==> src/rtl/win_pe_pkg.sv <==
package win_pe_pkg;

  // scalar operation, control word bits [1:0]
  typedef enum logic [1:0] {
    OP_MUL  = 2'b00,
    OP_ADD  = 2'b01,
    OP_SUB  = 2'b10,
    OP_ABSD = 2'b11
  } scal_op_e;

  // reduction, control word bits [3:2]
  typedef enum logic [1:0] {
    RD_SUM  = 2'b00,
    RD_MAX  = 2'b01,
    RD_MIN  = 2'b10,
    RD_PASS = 2'b11
  } red_op_e;

  typedef struct packed {
    red_op_e  red;
    scal_op_e op;
  } ctrl_word_t;

  // one-hot merge selection after decode
  typedef struct packed {
    logic take_new;
    logic sum;
    logic max;
    logic min;
  } merge_sel_t;

endpackage

==> src/rtl/win_pe_ctrl.sv <==
module win_pe_ctrl
  import win_pe_pkg::*;
(
  input  logic [3:0] ctrl_i,
  input  logic       clear_i,
  output scal_op_e   op_o,
  output merge_sel_t sel_o
);

  ctrl_word_t cw;

  always_comb begin
    cw    = ctrl_word_t'(ctrl_i);
    op_o  = cw.op;
    sel_o = '0;
    if (clear_i || cw.red == RD_PASS) begin
      sel_o.take_new = 1'b1;
    end else begin
      unique case (cw.red)
        RD_SUM:  sel_o.sum = 1'b1;
        RD_MAX:  sel_o.max = 1'b1;
        RD_MIN:  sel_o.min = 1'b1;
        default: sel_o.take_new = 1'b1;
      endcase
    end
  end

endmodule

==> src/rtl/win_pe_alu.sv <==
module win_pe_alu
  import win_pe_pkg::*;
#(
  parameter int PIX_W  = 8,
  parameter int COEF_W = 8,
  parameter int RES_W  = 23
) (
  input  logic [PIX_W-1:0]        pix_i,
  input  logic [COEF_W-1:0]       coef_i,
  input  scal_op_e                op_i,
  output logic signed [RES_W-1:0] res_o,
  output logic                    diff_neg_o
);

  localparam int WIDE_IN = (PIX_W > COEF_W) ? PIX_W : COEF_W;
  localparam logic signed [RES_W-1:0] ABS_MAX = RES_W'((1 << WIDE_IN) - 1);

  function automatic logic signed [RES_W-1:0] f_zext_p(input logic [PIX_W-1:0] v);
    return signed'(RES_W'(v));
  endfunction

  function automatic logic signed [RES_W-1:0] f_zext_c(input logic [COEF_W-1:0] v);
    return signed'(RES_W'(v));
  endfunction

  function automatic logic signed [RES_W-1:0] f_abs(input logic signed [RES_W-1:0] v);
    return (v < 0) ? -v : v;
  endfunction

  logic signed [RES_W-1:0] px, cx, diff;

  always_comb begin
    px         = f_zext_p(pix_i);
    cx         = f_zext_c(coef_i);
    diff       = px - cx;
    diff_neg_o = diff[RES_W-1];
    unique case (op_i)
      OP_MUL:  res_o = px * cx;
      OP_ADD:  res_o = px + cx;
      OP_SUB:  res_o = diff;
      OP_ABSD: res_o = f_abs(diff);
      default: res_o = '0;
    endcase
  end

  // products of unsigned operands are never negative
  always_comb begin
    if (op_i == OP_MUL) p_mul_nonneg_r3: assert (res_o >= 0);
  end

  // absolute difference stays in [0, max input]
  always_comb begin
    if (op_i == OP_ABSD) p_absd_range_r6: assert (res_o >= 0 && res_o <= ABS_MAX);
  end

  // subtract sign agrees with the input ordering
  always_comb begin
    if (op_i == OP_SUB) p_sub_sign_r5: assert ((res_o < 0) == (f_zext_c(coef_i) > f_zext_p(pix_i)));
  end

endmodule

==> src/rtl/win_pe_acc.sv <==
module win_pe_acc
  import win_pe_pkg::*;
#(
  parameter int RES_W = 23
) (
  input  logic                    clk,
  input  logic                    rst_n,
  input  logic signed [RES_W-1:0] res_i,
  input  merge_sel_t              sel_i,
  output logic signed [RES_W-1:0] acc_o
);

  function automatic logic signed [RES_W-1:0] f_merge(
    input merge_sel_t              s,
    input logic signed [RES_W-1:0] old_v,
    input logic signed [RES_W-1:0] new_v
  );
    if (s.take_new)  return new_v;
    else if (s.sum)  return old_v + new_v;
    else if (s.max)  return (new_v > old_v) ? new_v : old_v;
    else if (s.min)  return (new_v < old_v) ? new_v : old_v;
    else             return old_v;
  endfunction

  logic signed [RES_W-1:0] acc_q, acc_d;

  assign acc_d = f_merge(sel_i, acc_q, res_i);

  always_ff @(posedge clk) begin
    if (!rst_n) acc_q <= '0;
    else        acc_q <= acc_d;
  end

  assign acc_o = acc_q;

  // load of the fresh scalar result
  p_load_new_r7: assert property (@(posedge clk) disable iff (!rst_n)
    sel_i.take_new |=> acc_q == $past(res_i));

  // difference between successive values is the scalar result
  p_sum_step_r8: assert property (@(posedge clk) disable iff (!rst_n)
    sel_i.sum |=> (acc_q - $past(acc_q)) == $past(res_i));

  // maximum never falls and is one of the two operands
  p_max_keep_r9: assert property (@(posedge clk) disable iff (!rst_n)
    sel_i.max |=> acc_q >= $past(acc_q) && acc_q >= $past(res_i) &&
                  (acc_q == $past(acc_q) || acc_q == $past(res_i)));

  // minimum never rises and is one of the two operands
  p_min_keep_r10: assert property (@(posedge clk) disable iff (!rst_n)
    sel_i.min |=> acc_q <= $past(acc_q) && acc_q <= $past(res_i) &&
                  (acc_q == $past(acc_q) || acc_q == $past(res_i)));

endmodule

==> src/rtl/win_pe_coef_dly.sv <==
module win_pe_coef_dly #(
  parameter int COEF_W = 8
) (
  input  logic              clk,
  input  logic              rst_n,
  input  logic [COEF_W-1:0] coef_i,
  output logic [COEF_W-1:0] coef_o
);

  logic [COEF_W-1:0] hold_q;

  always_ff @(posedge clk) begin
    if (!rst_n) hold_q <= '0;
    else        hold_q <= coef_i;
  end

  assign coef_o = hold_q;

  // one-cycle forwarding to the neighbour
  p_coef_delay_r2: assert property (@(posedge clk) disable iff (!rst_n)
    rst_n |=> coef_o == $past(coef_i));

endmodule

==> src/rtl/win_pe.sv <==
module win_pe
  import win_pe_pkg::*;
#(
  parameter int PIX_W  = 8,
  parameter int COEF_W = 8,
  parameter int WIN    = 7,
  localparam int TAPS  = WIN * WIN,
  localparam int ACC_W = PIX_W + COEF_W + $clog2(TAPS) + 1
) (
  input  logic              clk,
  input  logic              rst_n,
  input  logic [PIX_W-1:0]  pix_i,
  input  logic [COEF_W-1:0] coef_i,
  input  logic [3:0]        ctrl_i,
  input  logic              clear_i,
  output logic [ACC_W-1:0]  acc_o,
  output logic [COEF_W-1:0] coef_o
);

  scal_op_e                op;
  merge_sel_t              sel;
  logic signed [ACC_W-1:0] scal_res;
  logic signed [ACC_W-1:0] acc_val;
  logic                    diff_neg;

  win_pe_ctrl u_ctrl (
    .ctrl_i  (ctrl_i),
    .clear_i (clear_i),
    .op_o    (op),
    .sel_o   (sel)
  );

  win_pe_alu #(.PIX_W(PIX_W), .COEF_W(COEF_W), .RES_W(ACC_W)) u_alu (
    .pix_i      (pix_i),
    .coef_i     (coef_i),
    .op_i       (op),
    .res_o      (scal_res),
    .diff_neg_o (diff_neg)
  );

  win_pe_acc #(.RES_W(ACC_W)) u_acc (
    .clk   (clk),
    .rst_n (rst_n),
    .res_i (scal_res),
    .sel_i (sel),
    .acc_o (acc_val)
  );

  win_pe_coef_dly #(.COEF_W(COEF_W)) u_coef (
    .clk    (clk),
    .rst_n  (rst_n),
    .coef_i (coef_i),
    .coef_o (coef_o)
  );

  assign acc_o = acc_val;

  // reset clears both registered outputs
  p_reset_zero_r1: assert property (@(posedge clk)
    !rst_n |=> (acc_o == '0 && coef_o == '0));

  // clear wins over every reduction code
  p_clear_wins_r7: assert property (@(posedge clk) disable iff (!rst_n)
    clear_i |-> sel.take_new && !sel.sum && !sel.max && !sel.min);

  // a negative difference only with a larger coefficient
  p_diff_sign_r5: assert property (@(posedge clk) disable iff (!rst_n)
    diff_neg |-> coef_i > COEF_W'(pix_i));

endmodule

==> config.mk <==
export PLATFORM = sky130hd
export DESIGN_NAME = win_pe
export DESIGN_NICKNAME = d
export VERILOG_FILES = /design/src/rtl/win_pe_pkg.sv /design/src/rtl/win_pe_ctrl.sv /design/src/rtl/win_pe_alu.sv /design/src/rtl/win_pe_acc.sv /design/src/rtl/win_pe_coef_dly.sv /design/src/rtl/win_pe.sv
export SDC_FILE = /design/constraint.sdc
export NUM_CORES = 1
export LEC_CHECK = 0
export BUFFER_PORTS_ARGS = -buffer_cell sky130_fd_sc_hd__clkbuf_2
export CAP_MARGIN = 40
export CORE_MARGIN = 2
export CORE_UTILIZATION = 25
export CTS_CLUSTER_DIAMETER = 150
export DETAILED_ROUTE_END_ITERATION = 7
export PLACE_DENSITY_LB_ADDON = 0.1
export SLEW_MARGIN = 10
export SYNTH_ARGS = -nofsm -noshare
export SYNTH_HDL_FRONTEND = slang
export SYNTH_SLANG_ARGS = --single-unit
export TNS_END_PERCENT = 100
==> constraint.sdc <==
create_clock -name clk -period 7.9 [get_ports clk]
set_input_delay 0.79 -clock clk [delete_from_list [all_inputs] [get_ports clk]]
set_output_delay 0.79 -clock clk [all_outputs]
set_load 0.05 [all_outputs]
==> impl_metrics.yaml <==
floorplanning:
  die_y_microns: 159
  pin_count: 54
  rows: 56
  die_w_microns: 159
  start_util_pct: 25.5
  core-area_sq_um: 23500
  die_area_sq_um: 25200
clocking:
  clock_latency_ps: 290
  cts_root_buf: "clkbuf_16"
  clock_sink_count: 31
  cts_tree: "yes"
  h-tree-depth: 2
  path_clk_slew_ps: 60
  post_cts_buffers: 0
  clk_path_buf_depth: 2
  postCtsResizedCells: 0
  cts_hold_buf: 0
  numCtsBuffers: 5
logic_synthesis:
  synth_common_cells: "inv_1, ha_1, nor2_1"
  yosysTopAreaCellShare_pct: 20.5
  avgSynthCellArea_sq_um: 8.02
  yosysMostFrequentCell: "inv_1"
  synth_seq_area_share_pct: 10.4
  async_flop_share_pct: 0
  synth_ff_type: "dfxtp_1"
  yosysWarnings: 0
  ys_types: 73
  syn_nets: 907
  synth.top_cells.by_area: "ha_1, fa_1, dfxtp_1"
  synth-edff-count: 0
  synth_area_sq_um: 5990
  yosys.area.top_type: "ha_1"
  synth_cells: 747
  ys_ff_latch: 31
power_and_ir_drop:
  p_int_uw: 757
  power_density_nw_per_um2: 224
  p_seq_share_pct: 13.5
  total_power_uw: 1530
  sw_frac_of_total_pct: 50.6
  switchingPower_uw: 774
  comb_power_share_pct: 70.2
  power_frac_clock_pct: 16.3
  leakagePower_uw: 0.00327
  peakVddDrop_uv: 86.7
sta:
  fin_crit_sh_pct: 93.3
  hold_violations: 0
  post-route-min-period_ps: 7370
  slew_violations: 0
  max_freq_ghz: 0.136
  rsz0062_at_grt: "no"
  worstMarginPinSlew_ps: 919
  clock_skew_ps: 4.88
  max_slew_margin_pct: 37.9
  holdWs_ps: 499
  fin_tns_setup_ps: 0
  setup_viol: 0
global_route:
  grt_pass1_vias: 5370
  antenna_found_initial: 0
  grt-ovfl-total: 0
  grt_max_degree: 28
  grt_pass1_wl_microns: 30000
  groute.usage.overall_pct: 14.9
setup_path:
  critPathSlowestCell: "fa_1"
  crit_family: "adder cells"
  cp-start-kind: "input pin"
  setup.worst_path.class: "input pin to flip-flop"
  cp_num_cells: 27
  slowest_delay_ps: 580
  cp.arrival_ps: 7550
  crit_required_ps: 8090
  cp-end-kind: "flip-flop"
  worstPathMaxFanout: 8
  path_buf_inv: 4
  ff2ff_path_depth: 11
detailed_routing:
  wl_microns: 18500
  firstDrtPassIters: 4
  drt_iter0_markers: 203
  ant_nets: 0
  drc: 0
  via_per_inst: 4.61
  wire_per_inst_microns: 16.5
  via_count: 5175
cells_and_area:
  syn_to_final_growth_pct: 14.1
  final_nets: 962
  drive_gt1_share_pct: 12.1
  antenna-diode-count: 0
placement:
  gp_congestion: 0.805
  port_buffers: 53
  dp_hpwl_microns: 15200
min_path:
  hold_path.class: "flip-flop to flip-flop"
  min_path_cells: 2
run:
  maxCapViolCount: 0
run_status:
  outcome: "finished clean"
## worst paths after layout
kind	startpoint	end	slack (ps)
max	coef_i[4]	u_acc.acc_o[19]	530
min reg2reg	u_acc.acc_o[5]	u_acc.acc_o[5]	500
min	u_acc.acc_o[5]	u_acc.acc_o[5]	500
max reg2reg	u_acc.acc_o[0]	u_acc.acc_o[16]	4620
## registers in the layout (all words and copies together) (netlist names)
signal,flops
u_acc.acc_o,23
u_coef.coef_o,8
## per-stage QoR
stage	utilization [%]	worst slack, ps	area [sq um]	std cells
floorplan	-	992	5990	747
global placement	28.3	286	6640	1113
detailed placement	28.4	226	6660	1114
CTS	29.1	523	6840	1122
global route	29.1	25.3	6840	1122
finish	29.1	533	6840	1122
## power by group through the flow
stage	Clock (uW)	Sequential, uW	Combinational [uW]
6_report	250	207	1070
5_1_grt	265	212	1220
4_1_cts	259	208	1090
3_5_place_dp	0	212	1080
3_3_place_gp	0	212	1090
2_1_floorplan	0	283	745
## cell type report
type | instances | area (sq um)
repair buffers | 66 | 383
multi-input cells | 587 | 4840
clock inverters | 2 | 35.0
fillers | 2582 | 16600
inverters | 111 | 417
flip-flops and latches | 31 | 621
clock buffers | 6 | 139
well taps | 319 | 399
## metal layers
layer	vias up	global-route usage [%]	wire length (microns)
met5	-	0	0
met4	0	3.00	227
met3	11	1.38	373
met2	76	25.3	8610
met1	2419	20.4	9320
li1	2669	-	-
## cell usage in the layout (no fill, tap or decap), types with 31 or more instances in the layout
master / n
nand2_1: 48
inv_1: 110
fa_1: 39
and2_1: 40
a21oi_1: 37
nor2_1: 73
clkbuf_2: 53
xnor2_1: 31
dfxtp_1: 31
ha_1: 98
## worst reg2reg max path, cell delays in order, from the launching register on
cell	delay (ps)
dfxtp_1	340
ha_1	240
fa_1	420
nand2b_1	130
a221oi_1	130
o41ai_1	770
o21ai_2	200
nor3_1	400
o31ai_2	110
xnor2_1	150
nand2_1	80
a32o_1	220
## cells by family (layout without fill, tap and decap cells)
family | after synthesis | in the layout | share of synthesized area (%)
simple gates | 230 | 230 | 19.1
fa+ha+maj | 137 | 137 | 33.5
compound gates | 174 | 174 | 21.4
xor+xnor | 44 | 44 | 6.43
mux | 2 | 2 | 0.334
buf+inv | 129 | 185 | 8.88
flops | 31 | 31 | 10.4
(Power assumes the default switching activity.)
